**config.mk**
```make
export PLATFORM = sky130hd
export DESIGN_NAME = wordram_byte_bridge
export DESIGN_NICKNAME = d
export VERILOG_FILES = /design/src/rtl/wrb_pkg.sv /design/src/rtl/wrb_wait_timer.sv /design/src/rtl/wrb_hold.sv /design/src/rtl/wrb_ram.sv /design/src/rtl/wordram_byte_bridge.sv
export SDC_FILE = /design/constraint.sdc
export NUM_CORES = 2
export LEC_CHECK = 0
export ABC_CLOCK_PERIOD_IN_PS = 19200
export BUFFER_PORTS_ARGS = -buffer_cell sky130_fd_sc_hd__buf_2
export CORE_MARGIN = 1
export CORE_UTILIZATION = 30
export DETAILED_ROUTE_END_ITERATION = 8
export PLACE_DENSITY = 0.42
export SETUP_SLACK_MARGIN = 0.2
export SLEW_MARGIN = 10
export SYNTH_ARGS = -nofsm -noshare
export SYNTH_HDL_FRONTEND = slang
export SYNTH_SLANG_ARGS = --single-unit
```
**constraint.sdc**
```tcl
create_clock -name clk -period 19.2 [get_ports clk]
set_clock_uncertainty 0.05 [all_clocks]
set_input_delay 0.96 -clock clk [delete_from_list [all_inputs] [get_ports clk]]
set_output_delay 0.96 -clock clk [all_outputs]
set_load 0.01 [all_outputs]
```
**src/rtl/wrb_pkg.sv**
```systemverilog
package wrb_pkg;

  typedef enum logic [1:0] {
    RATIO_FULL    = 2'd0,
    RATIO_QUARTER = 2'd1,
    RATIO_EIGHTH  = 2'd2,
    RATIO_SPARE   = 2'd3
  } ratio_e;

  // Wait-state count for a ratio code; the spare code falls back to the slowest setting.
  function automatic int unsigned ws_for(input logic [1:0] code,
                                         input int unsigned w_full,
                                         input int unsigned w_quarter,
                                         input int unsigned w_eighth);
    case (ratio_e'(code))
      RATIO_QUARTER: return w_quarter;
      RATIO_EIGHTH:  return w_eighth;
      default:       return w_full;
    endcase
  endfunction

endpackage

```
**src/rtl/wrb_wait_timer.sv**
```systemverilog
module wrb_wait_timer #(
  parameter int CNT_W = 3
) (
  input  logic             clk,
  input  logic             rst_n,
  input  logic             load,
  input  logic [CNT_W-1:0] load_val,
  output logic             expired,
  output logic [CNT_W-1:0] elapsed
);

  localparam logic [CNT_W-1:0] CNT_MAX = '1;

  logic [CNT_W-1:0] remain_q;
  logic [CNT_W-1:0] elapsed_q;

  always_ff @(posedge clk) begin
    if (!rst_n) begin
      remain_q  <= '0;
      elapsed_q <= '0;
    end else if (load) begin
      remain_q  <= load_val;
      elapsed_q <= '0;
    end else begin
      if (remain_q != '0)
        remain_q <= remain_q - CNT_W'(1);
      if (elapsed_q != CNT_MAX)
        elapsed_q <= elapsed_q + CNT_W'(1);
    end
  end

  assign expired = (remain_q == '0);
  assign elapsed = elapsed_q;

endmodule

```
**src/rtl/wrb_hold.sv**
```systemverilog
module wrb_hold #(
  parameter int LANES  = 4,
  parameter int BYTE_W = 8
) (
  input  logic                                clk,
  input  logic                                rst_n,
  input  logic                                wr_en,
  input  logic [$clog2(LANES)-1:0]            wr_lane,
  input  logic [BYTE_W-1:0]                   wr_byte,
  input  logic                                cap_en,
  input  logic [LANES*BYTE_W-1:0]             cap_word,
  input  logic [$clog2(LANES)-1:0]            rd_lane,
  output logic [LANES*BYTE_W-1:0]             commit_word,
  output logic [BYTE_W-1:0]                   rd_byte
);

  localparam int LB = $clog2(LANES);
  localparam int WW = LANES * BYTE_W;

  logic [WW-1:0] wr_q;
  logic [WW-1:0] rd_q;

  for (genvar g = 0; g < LANES; g++) begin : g_lane
    always_ff @(posedge clk) begin
      if (!rst_n)
        wr_q[g*BYTE_W +: BYTE_W] <= '0;
      else if (wr_en && wr_lane == LB'(g))
        wr_q[g*BYTE_W +: BYTE_W] <= wr_byte;
    end

    // The word being committed carries the incoming byte in its own lane.
    assign commit_word[g*BYTE_W +: BYTE_W] =
      (wr_lane == LB'(g)) ? wr_byte : wr_q[g*BYTE_W +: BYTE_W];
  end

  always_ff @(posedge clk) begin
    if (!rst_n)
      rd_q <= '0;
    else if (cap_en)
      rd_q <= cap_word;
  end

  assign rd_byte = cap_en ? cap_word[rd_lane*BYTE_W +: BYTE_W]
                          : rd_q[rd_lane*BYTE_W +: BYTE_W];

  // a capture loads the whole word; otherwise the read holding register is left alone.
  a_r4_capture_word: assert property (@(posedge clk) disable iff (!rst_n)
    cap_en |=> rd_q == $past(cap_word));
  a_r4_hold_stable: assert property (@(posedge clk) disable iff (!rst_n)
    !cap_en |=> $stable(rd_q));

endmodule

```
**src/rtl/wrb_ram.sv**
```systemverilog
module wrb_ram #(
  parameter int WORDS  = 128,
  parameter int WORD_W = 32
) (
  input  logic                      clk,
  input  logic                      rst_n,
  input  logic                      eng_en,
  input  logic                      eng_we,
  input  logic [$clog2(WORDS)-1:0]  eng_idx,
  input  logic [WORD_W-1:0]         eng_wdata,
  output logic [WORD_W-1:0]         eng_rdata,
  input  logic                      hst_en,
  input  logic                      hst_we,
  input  logic [$clog2(WORDS)-1:0]  hst_idx,
  input  logic [WORD_W-1:0]         hst_wdata,
  output logic [WORD_W-1:0]         hst_rdata
);

  logic [WORD_W-1:0] mem [WORDS];

  always_ff @(posedge clk) begin
    if (eng_en && eng_we)
      mem[eng_idx] <= eng_wdata;
    else if (hst_en && hst_we)
      mem[hst_idx] <= hst_wdata;
  end

  assign eng_rdata = mem[eng_idx];
  assign hst_rdata = mem[hst_idx];

  // the two sides never use the array in the same cycle.
  a_r6_one_owner: assert property (@(posedge clk) disable iff (!rst_n)
    !(eng_en && hst_en));
  // a host commit lands in the addressed word.
  a_r3_commit_lands: assert property (@(posedge clk) disable iff (!rst_n)
    (hst_en && hst_we) |=> mem[$past(hst_idx)] == $past(hst_wdata));

endmodule

```
**src/rtl/wordram_byte_bridge.sv**
```systemverilog
module wordram_byte_bridge #(
  parameter int WORDS      = 128,
  parameter int WORD_W     = 32,
  parameter int BYTE_W     = 8,
  parameter int WS_FULL    = 5,
  parameter int WS_QUARTER = 2,
  parameter int WS_EIGHTH  = 1
) (
  input  logic                                         clk,
  input  logic                                         rst_n,
  input  logic [1:0]                                   cfg_ratio,
  input  logic                                         host_valid,
  input  logic                                         host_write,
  input  logic [$clog2(WORDS)+$clog2(WORD_W/BYTE_W)-1:0] host_addr,
  input  logic [BYTE_W-1:0]                            host_wdata,
  output logic                                         host_ready,
  output logic [BYTE_W-1:0]                            host_rdata,
  input  logic                                         eng_req,
  input  logic                                         eng_we,
  input  logic [$clog2(WORDS)-1:0]                     eng_addr,
  input  logic [WORD_W-1:0]                            eng_wdata,
  output logic                                         eng_gnt,
  output logic [WORD_W-1:0]                            eng_rdata
);

  localparam int LANES     = WORD_W / BYTE_W;
  localparam int LANE_BITS = $clog2(LANES);
  localparam int IDX_W     = $clog2(WORDS);
  localparam int ADDR_W    = IDX_W + LANE_BITS;
  localparam int CNT_W     = $clog2(WS_FULL + 1);
  localparam logic [LANE_BITS-1:0] TOP_LANE = LANE_BITS'(LANES - 1);

  // Access latched at acceptance
  logic              busy_q;
  logic              wr_q;
  logic [ADDR_W-1:0] addr_q;
  logic [BYTE_W-1:0] wdata_q;
  logic [CNT_W-1:0]  ws_q;

  logic [CNT_W-1:0]     ws_now;
  logic                 accept;
  logic                 expired;
  logic [CNT_W-1:0]     elapsed;
  logic [LANE_BITS-1:0] lane;
  logic [IDX_W-1:0]     idx;
  logic                 need_ram;
  logic                 host_go;
  logic [WORD_W-1:0]    commit_word;
  logic [WORD_W-1:0]    ram_hst_rdata;

  assign ws_now = CNT_W'(wrb_pkg::ws_for(cfg_ratio, WS_FULL, WS_QUARTER, WS_EIGHTH));
  assign accept = !busy_q && host_valid;

  always_ff @(posedge clk) begin
    if (!rst_n) begin
      busy_q  <= 1'b0;
      wr_q    <= 1'b0;
      addr_q  <= '0;
      wdata_q <= '0;
      ws_q    <= '0;
    end else if (accept) begin
      busy_q  <= 1'b1;
      wr_q    <= host_write;
      addr_q  <= host_addr;
      wdata_q <= host_wdata;
      ws_q    <= ws_now;
    end else if (host_go) begin
      busy_q  <= 1'b0;
    end
  end

  // The first request cycle counts as one wait state, so the timer starts at N-1.
  wrb_wait_timer #(.CNT_W(CNT_W)) i_timer (
    .clk      (clk),
    .rst_n    (rst_n),
    .load     (accept),
    .load_val (ws_now - CNT_W'(1)),
    .expired  (expired),
    .elapsed  (elapsed)
  );

  assign lane     = addr_q[LANE_BITS-1:0];
  assign idx      = addr_q[ADDR_W-1:LANE_BITS];
  assign need_ram = wr_q ? (lane == TOP_LANE) : (lane == '0);
  // The engine always wins; only a RAM-bound host access yields.
  assign host_go  = busy_q && expired && (!need_ram || !eng_req);

  assign host_ready = host_go;
  assign eng_gnt    = eng_req;

  wrb_hold #(.LANES(LANES), .BYTE_W(BYTE_W)) i_hold (
    .clk         (clk),
    .rst_n       (rst_n),
    .wr_en       (host_go && wr_q),
    .wr_lane     (lane),
    .wr_byte     (wdata_q),
    .cap_en      (host_go && !wr_q && need_ram),
    .cap_word    (ram_hst_rdata),
    .rd_lane     (lane),
    .commit_word (commit_word),
    .rd_byte     (host_rdata)
  );

  wrb_ram #(.WORDS(WORDS), .WORD_W(WORD_W)) i_ram (
    .clk       (clk),
    .rst_n     (rst_n),
    .eng_en    (eng_req),
    .eng_we    (eng_we),
    .eng_idx   (eng_addr),
    .eng_wdata (eng_wdata),
    .eng_rdata (eng_rdata),
    .hst_en    (host_go && need_ram),
    .hst_we    (wr_q),
    .hst_idx   (idx),
    .hst_wdata (commit_word),
    .hst_rdata (ram_hst_rdata)
  );

  logic [CNT_W:0] elapsed_p1;
  assign elapsed_p1 = {1'b0, elapsed} + (CNT_W+1)'(1);

  // a completion pulse lasts one cycle.
  a_r7_single_ready: assert property (@(posedge clk) disable iff (!rst_n)
    host_ready |=> !host_ready);
  // completion never comes before the selected wait count has run.
  a_r5_min_wait: assert property (@(posedge clk) disable iff (!rst_n)
    host_ready |-> elapsed_p1 >= {1'b0, ws_q});

endmodule

```
### Yosys cells after proc, flatten, opt, wreduce, memory -nomap -nowiden

Memories as Yosys holds them, arrays and structs flattened. A register that Yosys moved wholly into a read port is not among the register bits.
Index checks and enable logic that the tools add are counted.

* shift-type cells: 2
* add/subtract/negate cells: 2
* reduce and logical (&&, ||, !) cells: 24
* mux-type cells: 21
* eq/ne operators: 5

Operators with widths (number)
* $shiftx 32x6->8: 2
* $mux 8: 5
* $mux 32: 1
* $reduce_or 32->1: 1
* $mux 7: 3
* $logic_and 1x1->1: 13
* $mux 1: 9
* $eq 2x2->1 const B: 3
* $mux 3: 2
* $pmux 3 s2: 1
* $sub 3x1->3 const B: 2
* $eq 2x1->1 const B: 2
* $logic_not 1->1: 4
* $reduce_bool 2->1: 2
* $logic_not 3->1: 1
* $reduce_bool 3->1: 1
* $logic_not 2->1: 1
* $logic_or 1x1->1: 1

* logic and storage cells: 65
* memories: 1
* RAM bits: 4096
* register bits after elaboration: 86
* output and inout bits: 42

Memories
* i_ram.mem: words 128, width 32, read ports 2, clocked after memory_dff 1, wr ports 1, RTL line wrb_ram.sv:19 `logic [WORD_W-1:0] mem [WORDS];`

### Longest topological paths before layout

* depth after elaboration: 12
* gate-level depth with buffers: 13
* mapped depth without buffers: 8

### By module

Synthesis repeated with hierarchy kept, for this count alone.

* cell total of the unflattened synthesis: 8205
* area total of the unflattened synthesis: 192515.9 sq um

By module, submodules not included
* wrb_ram: cells each 7806, instances 1, area an instance 188309.4 sq um
* wrb_hold: cells each 272, instances 1, area an instance 3051.7 sq um
* wordram_byte_bridge: cells each 93, instances 1, area an instance 818.3 sq um
* wrb_wait_timer: cells each 34, instances 1, area an instance 336.6 sq um

### Worst setup path after synthesis

No wires, ideal clock.

* kind: input port to flip-flop
* from: input eng_req
* to: memory i_ram.mem[0][16], data pin
* data required time: 17953 ps
* stages on the path: 5
* path buffers: 3
* setup slack: 11074 ps
* arrival time: 6879 ps
* cell sequence: or3_1 buf_2 clkbuf_1 clkbuf_1 o21ai_0

* word-level cells in the longest chain between the ends: 10
* elaborated cells on any way between the ends: 11
* classes of those cells: mux: 4; reduce/logical: 7

RTL lines
* start: declaration: RTL line wordram_byte_bridge.sv:18 `input logic eng_req,`
* $logic_not 1->1: RTL line wordram_byte_bridge.sv:86 `assign host_go = busy_q && expired && (!need_ram || !eng_req);`
* $logic_or 1x1->1: RTL line wordram_byte_bridge.sv:86
* $logic_and 1x1->1: RTL line wordram_byte_bridge.sv:86
* $logic_and 1x1->1: RTL line wordram_byte_bridge.sv:112 `.hst_en (host_go && need_ram),`
* $logic_and 1x1->1: RTL line wrb_ram.sv:24 `else if (hst_en && hst_we)`
* $mux 1: RTL line wrb_ram.sv:24
* $mux 1 (*): RTL line wrb_ram.sv:22 `if (eng_en && eng_we)`
* $mux 1 (not written as such) (*): RTL line wrb_ram.sv:25 `mem[hst_idx] <= hst_wdata;`
* $reduce_or 32->1 (no source line) (*)
* $mux 32 (no source line) (*)
* end: declaration: RTL line wrb_ram.sv:19

Mark *: on every way between the ends. The rest lies on a longest branch, timed or not.

==> impl_metrics.toml <==
[routing]
ant_nets = 0
drcViolationCount = 150
viasPerCell = 5.88
num_vias = 107902
wirelength_um = 768000
drt_first_pass_iters = 7
wl_per_cell_um = 41.8
detail_route.iter0.violations = 14276

[pwr]
pwr-share-seq_pct = 48.0
power.internal_mw = 15.8
vdd_drop_max_v = 0.0000769
pwr-share-clk_pct = 42.3
p_per_area_nw_per_um2 = 95.1
swShare_pct = 24.8
switchingPower_mw = 5.20
power_frac_comb_pct = 9.7
leakage_nw = 66.0

[timing]
setup_viol = 0
worst_pin_slew_ns = 1.34
drv_slew = 0
max_freq_ghz = 0.107
period_share_pct = 48.5
final.min_clock_period_ns = 9.31
rsz0062_at_grt = "no"
hold_viol = 0
slew_headroom_pct = 9.58
fin_setup_tns_ns = 0

[global_route]
grt.busiest_layer = "met2"
grtUsageTotal_pct = 23.3
grt_pass1_wl_um = 1020000
globalRoute.totalOverflow = 0
grt_max_degree = 99
grtUsageMet1_pct = 32.7
met2_usage_pct = 35.7
grtUsageMet3_pct = 5.81
antenna_found_initial = 91
grt_pass1_vias = 109698

[synthesis]
synth_compound_area_share_pct = 2.61
synth_area_leaders = "edfxtp_1 (64%), mux4_2 (27%), mux2i_1 (2.3%), dfxtp_1 (0.88%), clkbuf_1 (0.63%)"
synth_largest_area_cell = "edfxtp_1"
synthMuxAreaShare_pct = 29.4
synth_cell_types = 68
synth_edf_count = 4096
synth_top_area_share_pct = 63.8
yosysMostFrequentCell = "edfxtp_1"
yosys_warnings = 0
syn_area_um2 = 193000
synth-simple-area-share_pct = 1.41
ys_seq_elements = 4181
avgSynthCellArea_um2 = 21.4
yosys.area_share.xor_xnor_pct = 0
synth-seq-area-share_pct = 64.7
synth_fa_ha_area_share_pct = 0.0130
synth_nets = 9089
ys_async_sr_fraction_pct = 0
synth_top_family_by_area = "multiplexers"
synth_cells = 9023
synth_commonest_cells = "edfxtp_1 (4,096), mux4_2 (2,302), mux2i_1 (438)"
ys.flop_type = "edfxtp_1"

[cts]
clkTransAtPathRegs_ns = 0.06
cts_max_level = 5
numCtsBuffers = 466
insertion_delay_ns = 1.07
cts.hold.buffers_added = 0
clockBufferDepth = 4
cts_sinks = 4181
cts_tree = "yes"
postCtsResizedCells = 0
clockRootBuffer = "clkbuf_16"
cts_setup_buffers = 0

[cells_and_area]
n_fill_cell = 59336
drive_above_1_share_pct = 39.0
layoutNonFillerInstCount = 18364
syn_to_final_growth_pct = 14.5
nets = 9379

[die]
io_pins = 106
start_util_pct = 30.1
rows = 294
core_area_um2 = 640000
die_x_um = 803
die_h_um = 803
die_area_um2 = 646000

[run]
maxCapViolations = 0

[setup_path]
critPathKind = "register to primary output"
worstPathRequired_ns = 18.19
cp-end-kind = "primary output"
crit_path_start_kind = "register"
worstPathArrival_ns = 8.30
crit_fanout = 92

[place]
routabilityCongestion = 0.829
placedCellCount = 17427
port_buffers = 105
dp_hpwl_um = 455000

[run_status]
violations = "DRC"
status = "finished, violations left"

[worst_hold_path]
min_path_type = "input pin to register"
final cells by class:
type	instances	area [um2]	share of cell area [%]
well taps	8584	10700	4.87
diodes	69	173	0.0783
multi-input cells	4090	65800	29.8
clock buffers	568	12200	5.55
clock inverters	298	2520	1.14
flip-flops and latches	4181	125000	56.5
repair buffers	564	4330	1.96
inverters	10	52.6	0.0238
state kept, by name, indices dropped and copies added, names as in the netlist, named ones only:
register          flops
addr_q                9
i_ram.mem          4096
wr_q                  1
wdata_q               8
i_hold.rd_q          32
busy_q                1
i_timer.remain_q      3
i_hold.wr_q          24
final timing paths:
path / startpoint / endpoint / slack (ns) / cells after the start
setup / recovery: register / host_rdata[7] / 9.89 / 13
setup reg to reg: register / i_hold.rd_q[7]$_SDFFE_PN0N_ / 12.35 / 12
hold / removal: host_wdata[7] / wdata_q[7]$_SDFFE_PN0P_ / 0.1 / 3
hold reg to reg: i_hold.rd_q[7]$_SDFFE_PN0N_ / i_hold.rd_q[7]$_SDFFE_PN0N_ / 0.46 / 1
power by group through the flow:
stage | logic (mW) | clock network (mW) | registers [mW]
5_1_grt | 2.10 | 9.33 | 10.1
3_5_place_dp | 2.03 | 0 | 10.3
3_3_place_gp | 2.02 | 0 | 10.3
2_1_floorplan | 1.12 | 0 | 10.3
6_report | 2.04 | 8.87 | 10.1
4_1_cts | 2.03 | 9.03 | 10.1
layout by cell type (no fill, tap or decap), types with 12 or more instances in the layout:
| cell type | count |
|---|---|
| a21boi_0 | 21 |
| a21oi_1 | 67 |
| a221oi_1 | 41 |
| a22o_1 | 12 |
| a22oi_1 | 104 |
| a31oi_1 | 37 |
| a32oi_1 | 27 |
| and2_1 | 18 |
| and3_1 | 18 |
| buf_12 | 24 |
| buf_2 | 100 |
| buf_4 | 432 |
| bufinv_16 | 39 |
| clkbuf_1 | 91 |
| clkbuf_16 | 473 |
| clkinv_1 | 116 |
| clkinv_2 | 107 |
| clkinvlp_4 | 12 |
| dfxtp_1 | 78 |
| diode_2 | 69 |
| edfxtp_1 | 4096 |
| inv_6 | 13 |
| mux2_2 | 31 |
| mux2i_1 | 432 |
| mux4_2 | 2302 |
| nand2_1 | 200 |
| nand2b_1 | 16 |
| nand3_1 | 38 |
| nand4_1 | 17 |
| nor2_1 | 50 |
| nor2_4 | 129 |
| nor2b_1 | 33 |
| o211ai_1 | 41 |
| o21a_1 | 35 |
| o21ai_0 | 85 |
| o21ai_4 | 24 |
| o221ai_1 | 51 |
| o22a_1 | 13 |
| o22ai_1 | 98 |
kinds of logic (layout without fill, tap and decap cells):
group,Yosys count,after routing
flip-flops,4181,4181
multiplexers,2771,2771
buffers and inverters,752,1440
AO/OA/AOI/OAI,720,720
AND/OR/NAND/NOR,597,597
adder cells (fa/ha/maj),2,2
other,0,69
critical path: stages, from the launching register on:
cell,delay [ns]
dfxtp_4,0.87
buf_4,0.62
buf_4,0.62
buf_4,0.64
buf_4,0.61
buf_12,0.59
mux4_2,0.60
mux2i_1,0.22
o21ai_0,0.26
o31ai_1,0.69
buf_4,0.28
o211ai_1,0.12
o211a_1,0.43
buf_2,0.27
routing by layer:
metal,share of wire [%],wire length (um)
met4,3.6,27500
met1,42,324000
met5,0.033,252
met3,9.1,70000
met2,45,346000
per-stage QoR:
step,utilization (%),power [mW],setup slack [ns],hold slack (ns),area [um2]
floorplan,-,11.4,11.07,0.413,193000
global placement,32.1,12.3,10.55,0.433,206000
detailed placement,32.1,12.3,10.54,0.442,206000
CTS,34.4,21.1,9.92,0.00212,220000
global route,34.4,21.5,9.93,0.0968,220000
finish,34.4,21.0,9.89,0.0991,221000
Note: power is estimated with default switching activity, not from simulation.
